--- config.mk ---
export PLATFORM = sky130hd
export DESIGN_NAME = wrprot_seq
export DESIGN_NICKNAME = d
export VERILOG_FILES = /design/src/rtl/wrprot_pkg.sv /design/src/rtl/wrprot_rst_sync.sv /design/src/rtl/wrprot_classify.sv /design/src/rtl/wrprot_fsm.sv /design/src/rtl/wrprot_flag.sv /design/src/rtl/wrprot_seq.sv
export SDC_FILE = /design/constraint.sdc
export NUM_CORES = 1
export LEC_CHECK = 0
export ABC_AREA = 1
export BUFFER_PORTS_ARGS = -buffer_cell sky130_fd_sc_hd__buf_2
export CAP_MARGIN = 20
export CORE_MARGIN = 3
export CORE_UTILIZATION = 49
export DETAILED_ROUTE_END_ITERATION = 8
export GPL_ROUTABILITY_DRIVEN = 0
export PLACE_DENSITY_LB_ADDON = 0.2
export SLEW_MARGIN = 20
export SYNTH_ARGS = -nofsm -noshare
export SYNTH_HDL_FRONTEND = slang
export SYNTH_SLANG_ARGS = --single-unit
--- constraint.sdc ---
create_clock -name clk -period 1.54 [get_ports clk]
set_input_delay 0.308 -clock clk [delete_from_list [all_inputs] [get_ports clk]]
set_output_delay 0.308 -clock clk [all_outputs]
set_load 0.05 [all_outputs]
--- src/rtl/wrprot_pkg.sv ---
package wrprot_pkg;

  // matcher position within a command sequence
  typedef enum logic [2:0] {
    ST_IDLE = 3'd0,
    ST_K1   = 3'd1,  // first unlock pair seen
    ST_K2   = 3'd2,  // second unlock pair seen
    ST_P3   = 3'd3,  // disable branch selected
    ST_P4   = 3'd4,  // disable branch, repeat of first pair seen
    ST_P5   = 3'd5   // disable branch, repeat of second pair seen
  } seq_state_t;

  // index of each recognised address/data pair in the hit vector
  localparam int NUM_PAIR = 5;
  localparam int IX_KEY1  = 0;
  localparam int IX_KEY2  = 1;
  localparam int IX_ON    = 2;
  localparam int IX_PRE   = 3;
  localparam int IX_OFF   = 4;

endpackage

--- src/rtl/wrprot_rst_sync.sv ---
module wrprot_rst_sync #(
  parameter int STAGES = 2
) (
  input  logic clk,
  input  logic rst_n,
  output logic rst_sync_n
);

  logic [STAGES-1:0] sr_q;

  always_ff @(posedge clk or negedge rst_n) begin
    if (!rst_n) begin
      sr_q <= '0;
    end else begin
      sr_q <= {sr_q[STAGES-2:0], 1'b1};
    end
  end

  assign rst_sync_n = sr_q[STAGES-1];

endmodule

--- src/rtl/wrprot_classify.sv ---
module wrprot_classify
  import wrprot_pkg::*;
#(
  parameter int              ADDR_W  = 15,
  parameter int              DATA_W  = 8,
  parameter logic [ADDR_W-1:0] ADDR_A  = 15'h5555,
  parameter logic [ADDR_W-1:0] ADDR_B  = 15'h2AAA,
  parameter logic [DATA_W-1:0] D_KEY1  = 8'hAA,
  parameter logic [DATA_W-1:0] D_KEY2  = 8'h55,
  parameter logic [DATA_W-1:0] D_ON    = 8'hA0,
  parameter logic [DATA_W-1:0] D_PRE   = 8'h80,
  parameter logic [DATA_W-1:0] D_OFF   = 8'h20
) (
  input  logic [ADDR_W-1:0]   addr,
  input  logic [DATA_W-1:0]   data,
  output logic [NUM_PAIR-1:0] hit
);

  localparam logic [ADDR_W-1:0] PAIR_A [NUM_PAIR] =
    '{ADDR_A, ADDR_B, ADDR_A, ADDR_A, ADDR_A};
  localparam logic [DATA_W-1:0] PAIR_D [NUM_PAIR] =
    '{D_KEY1, D_KEY2, D_ON, D_PRE, D_OFF};

  for (genvar k = 0; k < NUM_PAIR; k++) begin : g_pair
    assign hit[k] = (addr == PAIR_A[k]) && (data == PAIR_D[k]);
  end

endmodule

--- src/rtl/wrprot_fsm.sv ---
module wrprot_fsm
  import wrprot_pkg::*;
(
  input  logic                clk,
  input  logic                rst_n,
  input  logic                acc,
  input  logic [NUM_PAIR-1:0] hit,
  output logic                step_ok,
  output logic                set_p,
  output logic                clr_p
);

  seq_state_t st_q, st_d;
  seq_state_t restart;

  always_comb begin
    restart = hit[IX_KEY1] ? ST_K1 : ST_IDLE;
    st_d    = st_q;
    step_ok = 1'b0;
    set_p   = 1'b0;
    clr_p   = 1'b0;
    if (acc) begin
      st_d    = restart;
      step_ok = hit[IX_KEY1];
      case (st_q)
        ST_K1: begin
          if (hit[IX_KEY2]) begin
            st_d    = ST_K2;
            step_ok = 1'b1;
          end
        end
        ST_K2: begin
          if (hit[IX_ON]) begin
            st_d    = ST_IDLE;
            step_ok = 1'b1;
            set_p   = 1'b1;
          end else if (hit[IX_PRE]) begin
            st_d    = ST_P3;
            step_ok = 1'b1;
          end
        end
        ST_P3: begin
          if (hit[IX_KEY1]) begin
            st_d = ST_P4;
          end
        end
        ST_P4: begin
          if (hit[IX_KEY2]) begin
            st_d    = ST_P5;
            step_ok = 1'b1;
          end
        end
        ST_P5: begin
          if (hit[IX_OFF]) begin
            st_d    = ST_IDLE;
            step_ok = 1'b1;
            clr_p   = 1'b1;
          end
        end
        default: ;
      endcase
    end
  end

  always_ff @(posedge clk or negedge rst_n) begin
    if (!rst_n) begin
      st_q <= ST_IDLE;
    end else if (acc) begin
      st_q <= st_d;
    end
  end

  // with no accepted write the matcher position holds
  a_r4_hold_when_not_acc: assert property (@(posedge clk) disable iff (!rst_n)
    !acc |=> $stable(st_q));

  // a step is only flagged for an accepted write
  a_r7_step_needs_acc: assert property (@(posedge clk) disable iff (!rst_n)
    step_ok |-> acc);

  // enable completes only from the shared second step
  a_r10_set_from_k2: assert property (@(posedge clk) disable iff (!rst_n)
    set_p |-> (st_q == ST_K2));

  // disable completes only from the last branch step
  a_r3_clr_from_p5: assert property (@(posedge clk) disable iff (!rst_n)
    clr_p |-> (st_q == ST_P5));

  // a non-step accepted write leaves the matcher idle
  a_r5_miss_to_idle: assert property (@(posedge clk) disable iff (!rst_n)
    (acc && !step_ok) |=> (st_q == ST_IDLE));

  // only one completion at a time
  a_r8_set_clr_excl: assert property (@(posedge clk) disable iff (!rst_n)
    $countones({set_p, clr_p}) <= 1);

endmodule

--- src/rtl/wrprot_flag.sv ---
module wrprot_flag (
  input  logic clk,
  input  logic rst_n,
  input  logic set_p,
  input  logic clr_p,
  output logic prot
);

  logic prot_q;
  logic upd_en;

  assign upd_en = set_p | clr_p;

  always_ff @(posedge clk or negedge rst_n) begin
    if (!rst_n) begin
      prot_q <= 1'b0;
    end else if (upd_en) begin
      prot_q <= set_p;
    end
  end

  assign prot = prot_q;

  // the flag moves only after a completed sequence
  a_r8_change_only_on_cmd: assert property (@(posedge clk) disable iff (!rst_n)
    !$stable(prot_q) |-> $past(upd_en));

endmodule

--- src/rtl/wrprot_seq.sv ---
module wrprot_seq
  import wrprot_pkg::*;
#(
  parameter int                ADDR_W = 15,
  parameter int                DATA_W = 8,
  parameter logic [ADDR_W-1:0] ADDR_A = 15'h5555,
  parameter logic [ADDR_W-1:0] ADDR_B = 15'h2AAA,
  parameter logic [DATA_W-1:0] D_KEY1 = 8'hAA,
  parameter logic [DATA_W-1:0] D_KEY2 = 8'h55,
  parameter logic [DATA_W-1:0] D_ON   = 8'hA0,
  parameter logic [DATA_W-1:0] D_PRE  = 8'h80,
  parameter logic [DATA_W-1:0] D_OFF  = 8'h20,
  parameter int                RST_STAGES = 2
) (
  input  logic              clk,
  input  logic              rst_n,
  input  logic              wr_vld,
  input  logic [ADDR_W-1:0] wr_addr,
  input  logic [DATA_W-1:0] wr_data,
  input  logic              busy,
  output logic              prot_on,
  output logic              cmd_swallow
);

  logic                rst_sync_n;
  logic                acc;
  logic [NUM_PAIR-1:0] hit;
  logic                step_ok;
  logic                set_p;
  logic                clr_p;

  wrprot_rst_sync #(.STAGES(RST_STAGES)) u_rst (
    .clk        (clk),
    .rst_n      (rst_n),
    .rst_sync_n (rst_sync_n)
  );

  assign acc = wr_vld & ~busy & rst_sync_n;

  wrprot_classify #(
    .ADDR_W (ADDR_W), .DATA_W (DATA_W),
    .ADDR_A (ADDR_A), .ADDR_B (ADDR_B),
    .D_KEY1 (D_KEY1), .D_KEY2 (D_KEY2),
    .D_ON   (D_ON),   .D_PRE  (D_PRE), .D_OFF (D_OFF)
  ) u_cls (
    .addr (wr_addr),
    .data (wr_data),
    .hit  (hit)
  );

  wrprot_fsm u_fsm (
    .clk     (clk),
    .rst_n   (rst_sync_n),
    .acc     (acc),
    .hit     (hit),
    .step_ok (step_ok),
    .set_p   (set_p),
    .clr_p   (clr_p)
  );

  wrprot_flag u_flag (
    .clk   (clk),
    .rst_n (rst_sync_n),
    .set_p (set_p),
    .clr_p (clr_p),
    .prot  (prot_on)
  );

  assign cmd_swallow = step_ok;

  // a busy memory never has a write swallowed
  a_r4_busy_no_swallow: assert property (@(posedge clk) disable iff (!rst_sync_n)
    busy |-> !cmd_swallow);

  // protection is untouched by a write offered while busy
  a_r4_busy_keeps_prot: assert property (@(posedge clk) disable iff (!rst_sync_n)
    busy |=> $stable(prot_on));

  // enable completion is visible on the next cycle
  a_r2_set_visible: assert property (@(posedge clk) disable iff (!rst_sync_n)
    set_p |=> prot_on);

  // disable completion is visible on the next cycle
  a_r3_clr_visible: assert property (@(posedge clk) disable iff (!rst_sync_n)
    clr_p |=> !prot_on);

  // the first unlock pair, when accepted, is always swallowed
  a_r6_key1_swallowed: assert property (@(posedge clk) disable iff (!rst_sync_n)
    (acc && hit[IX_KEY1]) |-> cmd_swallow);

endmodule

==> After elaboration in Yosys (flattened, before gate mapping) <==
Cells that the tools add are included.
{ "word_totals": {"register_bits": 6, "in_bits": 27, "out_inout_bits": 2, "elab_cells": 45} }
{ "classes": {"eq_ne": 12, "n_mux": 20, "bitwise": 4, "n_reduce_logical": 6} }
{ "ops": {"columns": ["operator", "count"], "rows": [
  ["$eq 8x8->1 const B", 3],
  ["$mux 3", 6],
  ["$eq 15x14->1 const B", 1],
  ["$eq 15x15->1 const B", 1],
  ["$pmux 3 s5", 1],
  ["$mux 1", 12],
  ["$eq 8x6->1 const B", 1],
  ["$eq 8x7->1 const B", 1],
  ["$eq 3x2->1 const B", 2],
  ["$eq 3x3->1 const B", 2],
  ["$logic_and 1x1->1", 5],
  ["$eq 3x1->1 const B", 1],
  ["$pmux 1 s3", 1],
  ["$and 1x1->1", 2],
  ["$reduce_or 2->1", 1],
  ["$not 1->1", 1],
  ["$or 1x1->1", 1]
]} }

==> Depth between registers and ports, before layout <==
{ "depth": {"word_depth": 6, "ltp_mapped": 11, "ltp_nobuf": 11} }

==> Hierarchy <==
From an unflattened synthesis, not the netlist that was laid out.
{ "hier_totals": {"cells_unflattened": 122, "hier_area_um2": 639.4} }
{ "modules_own_cells": {"columns": ["mod", "n_inst", "cells_per_inst", "area_per_inst_um2", "seq_area_each_um2"], "rows": [
  ["wrprot_fsm", 1, 46, 270.3, 75.1],
  ["wrprot_classify", 1, 66, 265.3, 0.0],
  ["wrprot_rst_sync", 1, 3, 53.8, 50.0],
  ["wrprot_flag", 1, 5, 40.0, 25.0],
  ["wrprot_seq", 1, 2, 10.0, 0.0]
]} }

==> Worst setup path after synthesis <==
Ideal clock, no wire load.
{ "synth_path": {"path_kind": "register to output", "startpoint": "register u_rst.sr_q[1]", "endpoint": "output port cmd_swallow", "arrival_time_ps": 1437, "required_ps": 1232, "path_slack_ps": -205, "stages_incl_launch_ff": 8, "n_path_buf": 0, "cell_sequence": "dfrtp_1 > nand2_1 > nor2_2 > nand2_1 > or2_1 > nand2_1 > nor2_1 > nand2_1"} }
{ "synth_via": {"elab_chain_len": 2} }
{ "synth_lines": {"columns": ["element", "line", "text"], "rows": [
  ["start, declared", "wrprot_rst_sync.sv:9", "logic [STAGES-1:0] sr_q;"],
  ["start signal, assigned", "wrprot_rst_sync.sv:15", "sr_q <= {sr_q[STAGES-2:0], 1'b1};"],
  ["$and 1x1->1", "wrprot_seq.sv:38", "assign acc = wr_vld & ~busy & rst_sync_n;"],
  ["$mux 1", "wrprot_fsm.sv:22", "if (acc) begin"],
  ["end, declared", "wrprot_seq.sv:22", "output logic cmd_swallow"]
]} }
Every way passes these cells.

==> Worst setup path in the final report <==
{ "layout_path": {"startpoint": "register u_fsm.st_q[1]", "endpoint": "output port cmd_swallow"} }
{ "layout_via": {"elab_chain_len": 4, "word_cells_on_any_way": 7, "classes_between": "4 x eq/ne; 2 x mux; 1 x reduce/logical"} }
{ "layout_lines": {"columns": ["element", "line", "text"], "rows": [
  ["start, declared", "wrprot_fsm.sv:13", "seq_state_t st_q, st_d;"],
  ["start signal, assigned", "wrprot_fsm.sv:69", "st_q <= st_d;"],
  ["$eq 3x1->1 / $eq 3x3->1 (equally long branches)", "wrprot_fsm.sv:25", "case (st_q)"],
  ["$reduce_or 2->1 (no source line)", null, null],
  ["$pmux 1 s3 (*)", "wrprot_fsm.sv:25", null],
  ["$mux 1 (*)", "wrprot_fsm.sv:22", null]
]} }
Every way passes the cells marked *; elsewhere a longest branch is shown, timed or not.

==> out/summary.md <==
The flow ran to the end, but the final reports show violations. The final reports fail on negative setup slack. Across the whole layout, storage elements account for 151 µm². The arrival time at the worst endpoint came out at 1600 ps. The wire length of the first global-routing pass was 4460 µm. Power spread over the standard cell area amounts to 357 nW/µm².

Buffers placed on the I/O ports in this run total 28. The HPWL reported at the end of detailed placement is 2160 µm, and the post-synthesis net count is 180. The tools report the initial antenna violation count as 0. Final worst slack: -371 ps.

The worst setup path is launched from a flip-flop. Fill cells in the final layout number 88. The peak clock frequency supported by timing was 523 MHz; the static leakage was 0.716 nW. The total global routing overflow was 0; the count of unique library cells instantiated by Yosys was 22.

The sum of internal, switching and leakage power came out at 0.477 mW. The via-per-instance ratio is 5.18, and the smallest hold slack is 203 ps. Area used by multi-input combinational logic: 616 µm². The routed wire length came out at 2900 µm.

The number of nets in the layout was 251; the number of max-slew violations in the final report was 0. Setup repair after global routing could not meet its margin everywhere. The detail route stage leaves a number of antenna-violating nets equal to 0. By startpoint and endpoint, the worst setup path is classified as flip-flop to output port. In the routed design, unresolved DRC markers number 0. The maximum level of the CTS H-tree came out at 1. The number of vias in the routed layout was 1233; the worst-case clock buffer depth was 2. The synthesis-stage register bit count was 6. Cells with a size suffix above 1 make up 43.7% of the layout.

The tools report the CTS sink count as 6. The logs give 1230 ps for the worst endpoint required time and 2190 µm² for the full die area. Max-cap violations in this run came to 0. The worst setup skew after layout was 5.12 ps; the post-route minimum period was 1910 ps.

The run gives 721 µV as the largest voltage drop on the vdd net. 0 antenna diodes ended up in the layout. Setup total negative slack on the finished layout was measured at -371 ps. The total count of hold-check failures in the final report was 0. Leading cell type in the layout, fill and taps excluded: sky130_fd_sc_hd__nand2_1.

Summed over all nets, wire length on met3 after detailed routing comes to 204 µm. Along the worst path, the maximum fanout reaches 3. TritonCTS built the clock tree. Entering global routing, the biggest net connects 7 pins. The die span in x was 46.8 µm; the area added between synthesis and finish was 63.7%. The average wire per cell in the routed design is 12.2 µm, and the initial cell density of the core is 53.0%. The topmost layer with routed signal wires is met4. After synthesis, flip-flops and latches occupy 18.4% of the total area. The total routing usage reported by global routing was 28.0%; the number of global-route vias before repair was 1175. Measured along the y axis, the die boundary spans 46.8 µm.

Before antenna repair, the detailed router went through 4 iterations. Clock latency on the worst-skew pair, taken at its later pin, is 240 ps. A synthesized cell averages 5.34 µm². Detailed routing placed a total of 1490 µm of wire on met2.

The core outline area came out at 1540 µm². For this design the top-level I/O count stands at 29. Class of the tightest hold or removal check: flip-flop to asynchronous set/reset pin. The logs give 238 for the post-layout instance count excluding filler cells and 1 for the final number of setup-violating endpoints.

The post-synthesis instance total is 153. STA classifies the critical path endpoint as an output port. For this block, wires on met1 add up to 1140 µm.

Clock-pin slew was measured on the worst setup and hold paths at 50 ps. Of the available clock period, the critical path in the final layout requires 124%. The standard-cell row count is 14, and the total standard cell area after synthesis is 817 µm². For the instance count after placement with tap cells included, the log shows 233.

The top cell types in the final layout, fill and taps aside, are 42 x sky130_fd_sc_hd__nand2_1, 37 x sky130_fd_sc_hd__buf_4, 31 x sky130_fd_sc_hd__nor2_1. In this run the clock root is driven by a sky130_fd_sc_hd__clkbuf_4. The Yosys step of the flow raised 0 warnings.

TritonCTS created 3 clock buffers. The run gives 30 as the violation count after the first detailed-routing iteration.
sequential cells by signal (all words and copies together) (netlist names):
| signal | count |
|---|---|
| u_fsm.st_q | 3 |
| u_rst.sr_q | 2 |
| u_flag.prot | 1 |
routing by layer:
| metal | GRT usage, % | up-vias |
|---|---|---|
| met5 | 0 | - |
| met4 | 10.5 | 0 |
| met3 | 6.90 | 8 |
| met2 | 52.6 | 62 |
| met1 | 29.5 | 554 |
| li1 | - | 609 |
power breakdown:
group | switching (mW) | leakage (nW) | internal [mW]
clock | 0.0558 | 0.0138 | 0.0881
sequential | 0.00183 | 0.0775 | 0.161
combinational | 0.0854 | 0.625 | 0.0854
total | 0.143 | 0.716 | 0.334
path summary, 6_finish.rpt:
check                                               start                 endpoint  slack (ps)  cells past startpoint
worst max-delay path            u_fsm.st_q[1]$_DFFE_PN0P_              cmd_swallow        -370                      8
worst min-delay path              u_rst.sr_q[1]$_DFF_PN0_  u_flag.prot$_DFFE_PN0P_         200                      1
worst max register to register  u_fsm.st_q[1]$_DFFE_PN0P_  u_flag.prot$_DFFE_PN0P_         100                      8
worst min register to register    u_rst.sr_q[1]$_DFF_PN0_  u_flag.prot$_DFFE_PN0P_         200                      1
max in group asynchronous                           rst_n  u_rst.sr_q[0]$_DFF_PN0_        1070                      2
min in group clk                  u_rst.sr_q[0]$_DFF_PN0_  u_rst.sr_q[1]$_DFF_PN0_         370                      0
final cells by class:
type                       count  share of cell area (%)
multi-input combinational    123                    46.0
tap                           16                    1.50
timing repair buffer          66                    32.7
clock buffer                   3                    1.68
inverter                      24                    6.74
sequential                     6                    11.3
worst max-delay path: stages, from the launching register on:
cell and delay, ps:
sky130_fd_sc_hd__dfrtp_1 420, sky130_fd_sc_hd__nor2_4 110, sky130_fd_sc_hd__inv_1 70, sky130_fd_sc_hd__nor2_2 110, sky130_fd_sc_hd__nand4_1 130, sky130_fd_sc_hd__o21ai_1 140
sky130_fd_sc_hd__o211ai_1 140, sky130_fd_sc_hd__nand2_2 110, sky130_fd_sc_hd__buf_8 140
cells in the mapped netlist, drive strengths merged:
library cell | number | area share (%)
nand4 | 4 | 3.1
dfrtp | 6 | 18
clkinv | 1 | 0.46
inv | 23 | 11
o21ai | 2 | 1.2
nand3 | 11 | 7.4
nor4 | 1 | 0.77
conb | 1 | 0.46
nor2 | 44 | 26
a21oi | 3 | 1.8
nand2 | 49 | 23
nand3b | 2 | 1.8
o211ai | 1 | 0.92
nor3 | 3 | 2.5
or2 | 2 | 1.5
cell families after synthesis:
| family | Yosys count | share of synthesized area [%] |
|---|---|---|
| AND/OR/NAND/NOR | 116 | 66.2 |
| buffers and inverters | 24 | 11.0 |
| AO/OA/AOI/OAI | 6 | 3.98 |
| flip-flops | 6 | 18.4 |
| other | 1 | 0.459 |
through the flow:
stage                     worst slack, ps  area [µm²]  util (%)
after floorplan                     -26.1         827         -
after global placement               -269        1260      81.6
after detailed placement             -356        1260      81.6
after CTS                            -277        1320      85.7
after global routing                 -437        1340      86.8
final                                -371        1340      86.8
repair_timing:
action | in CTS | in global routing
buffers inserted | 1 | 0
setup endpoints to repair | 1 | 1
hold endpoints to repair | 2 | 0
resized for setup | 8 | 5
pin swaps | 2 | 1
hold buffers | 1 | 0
Power figures use the tool's default switching activity.
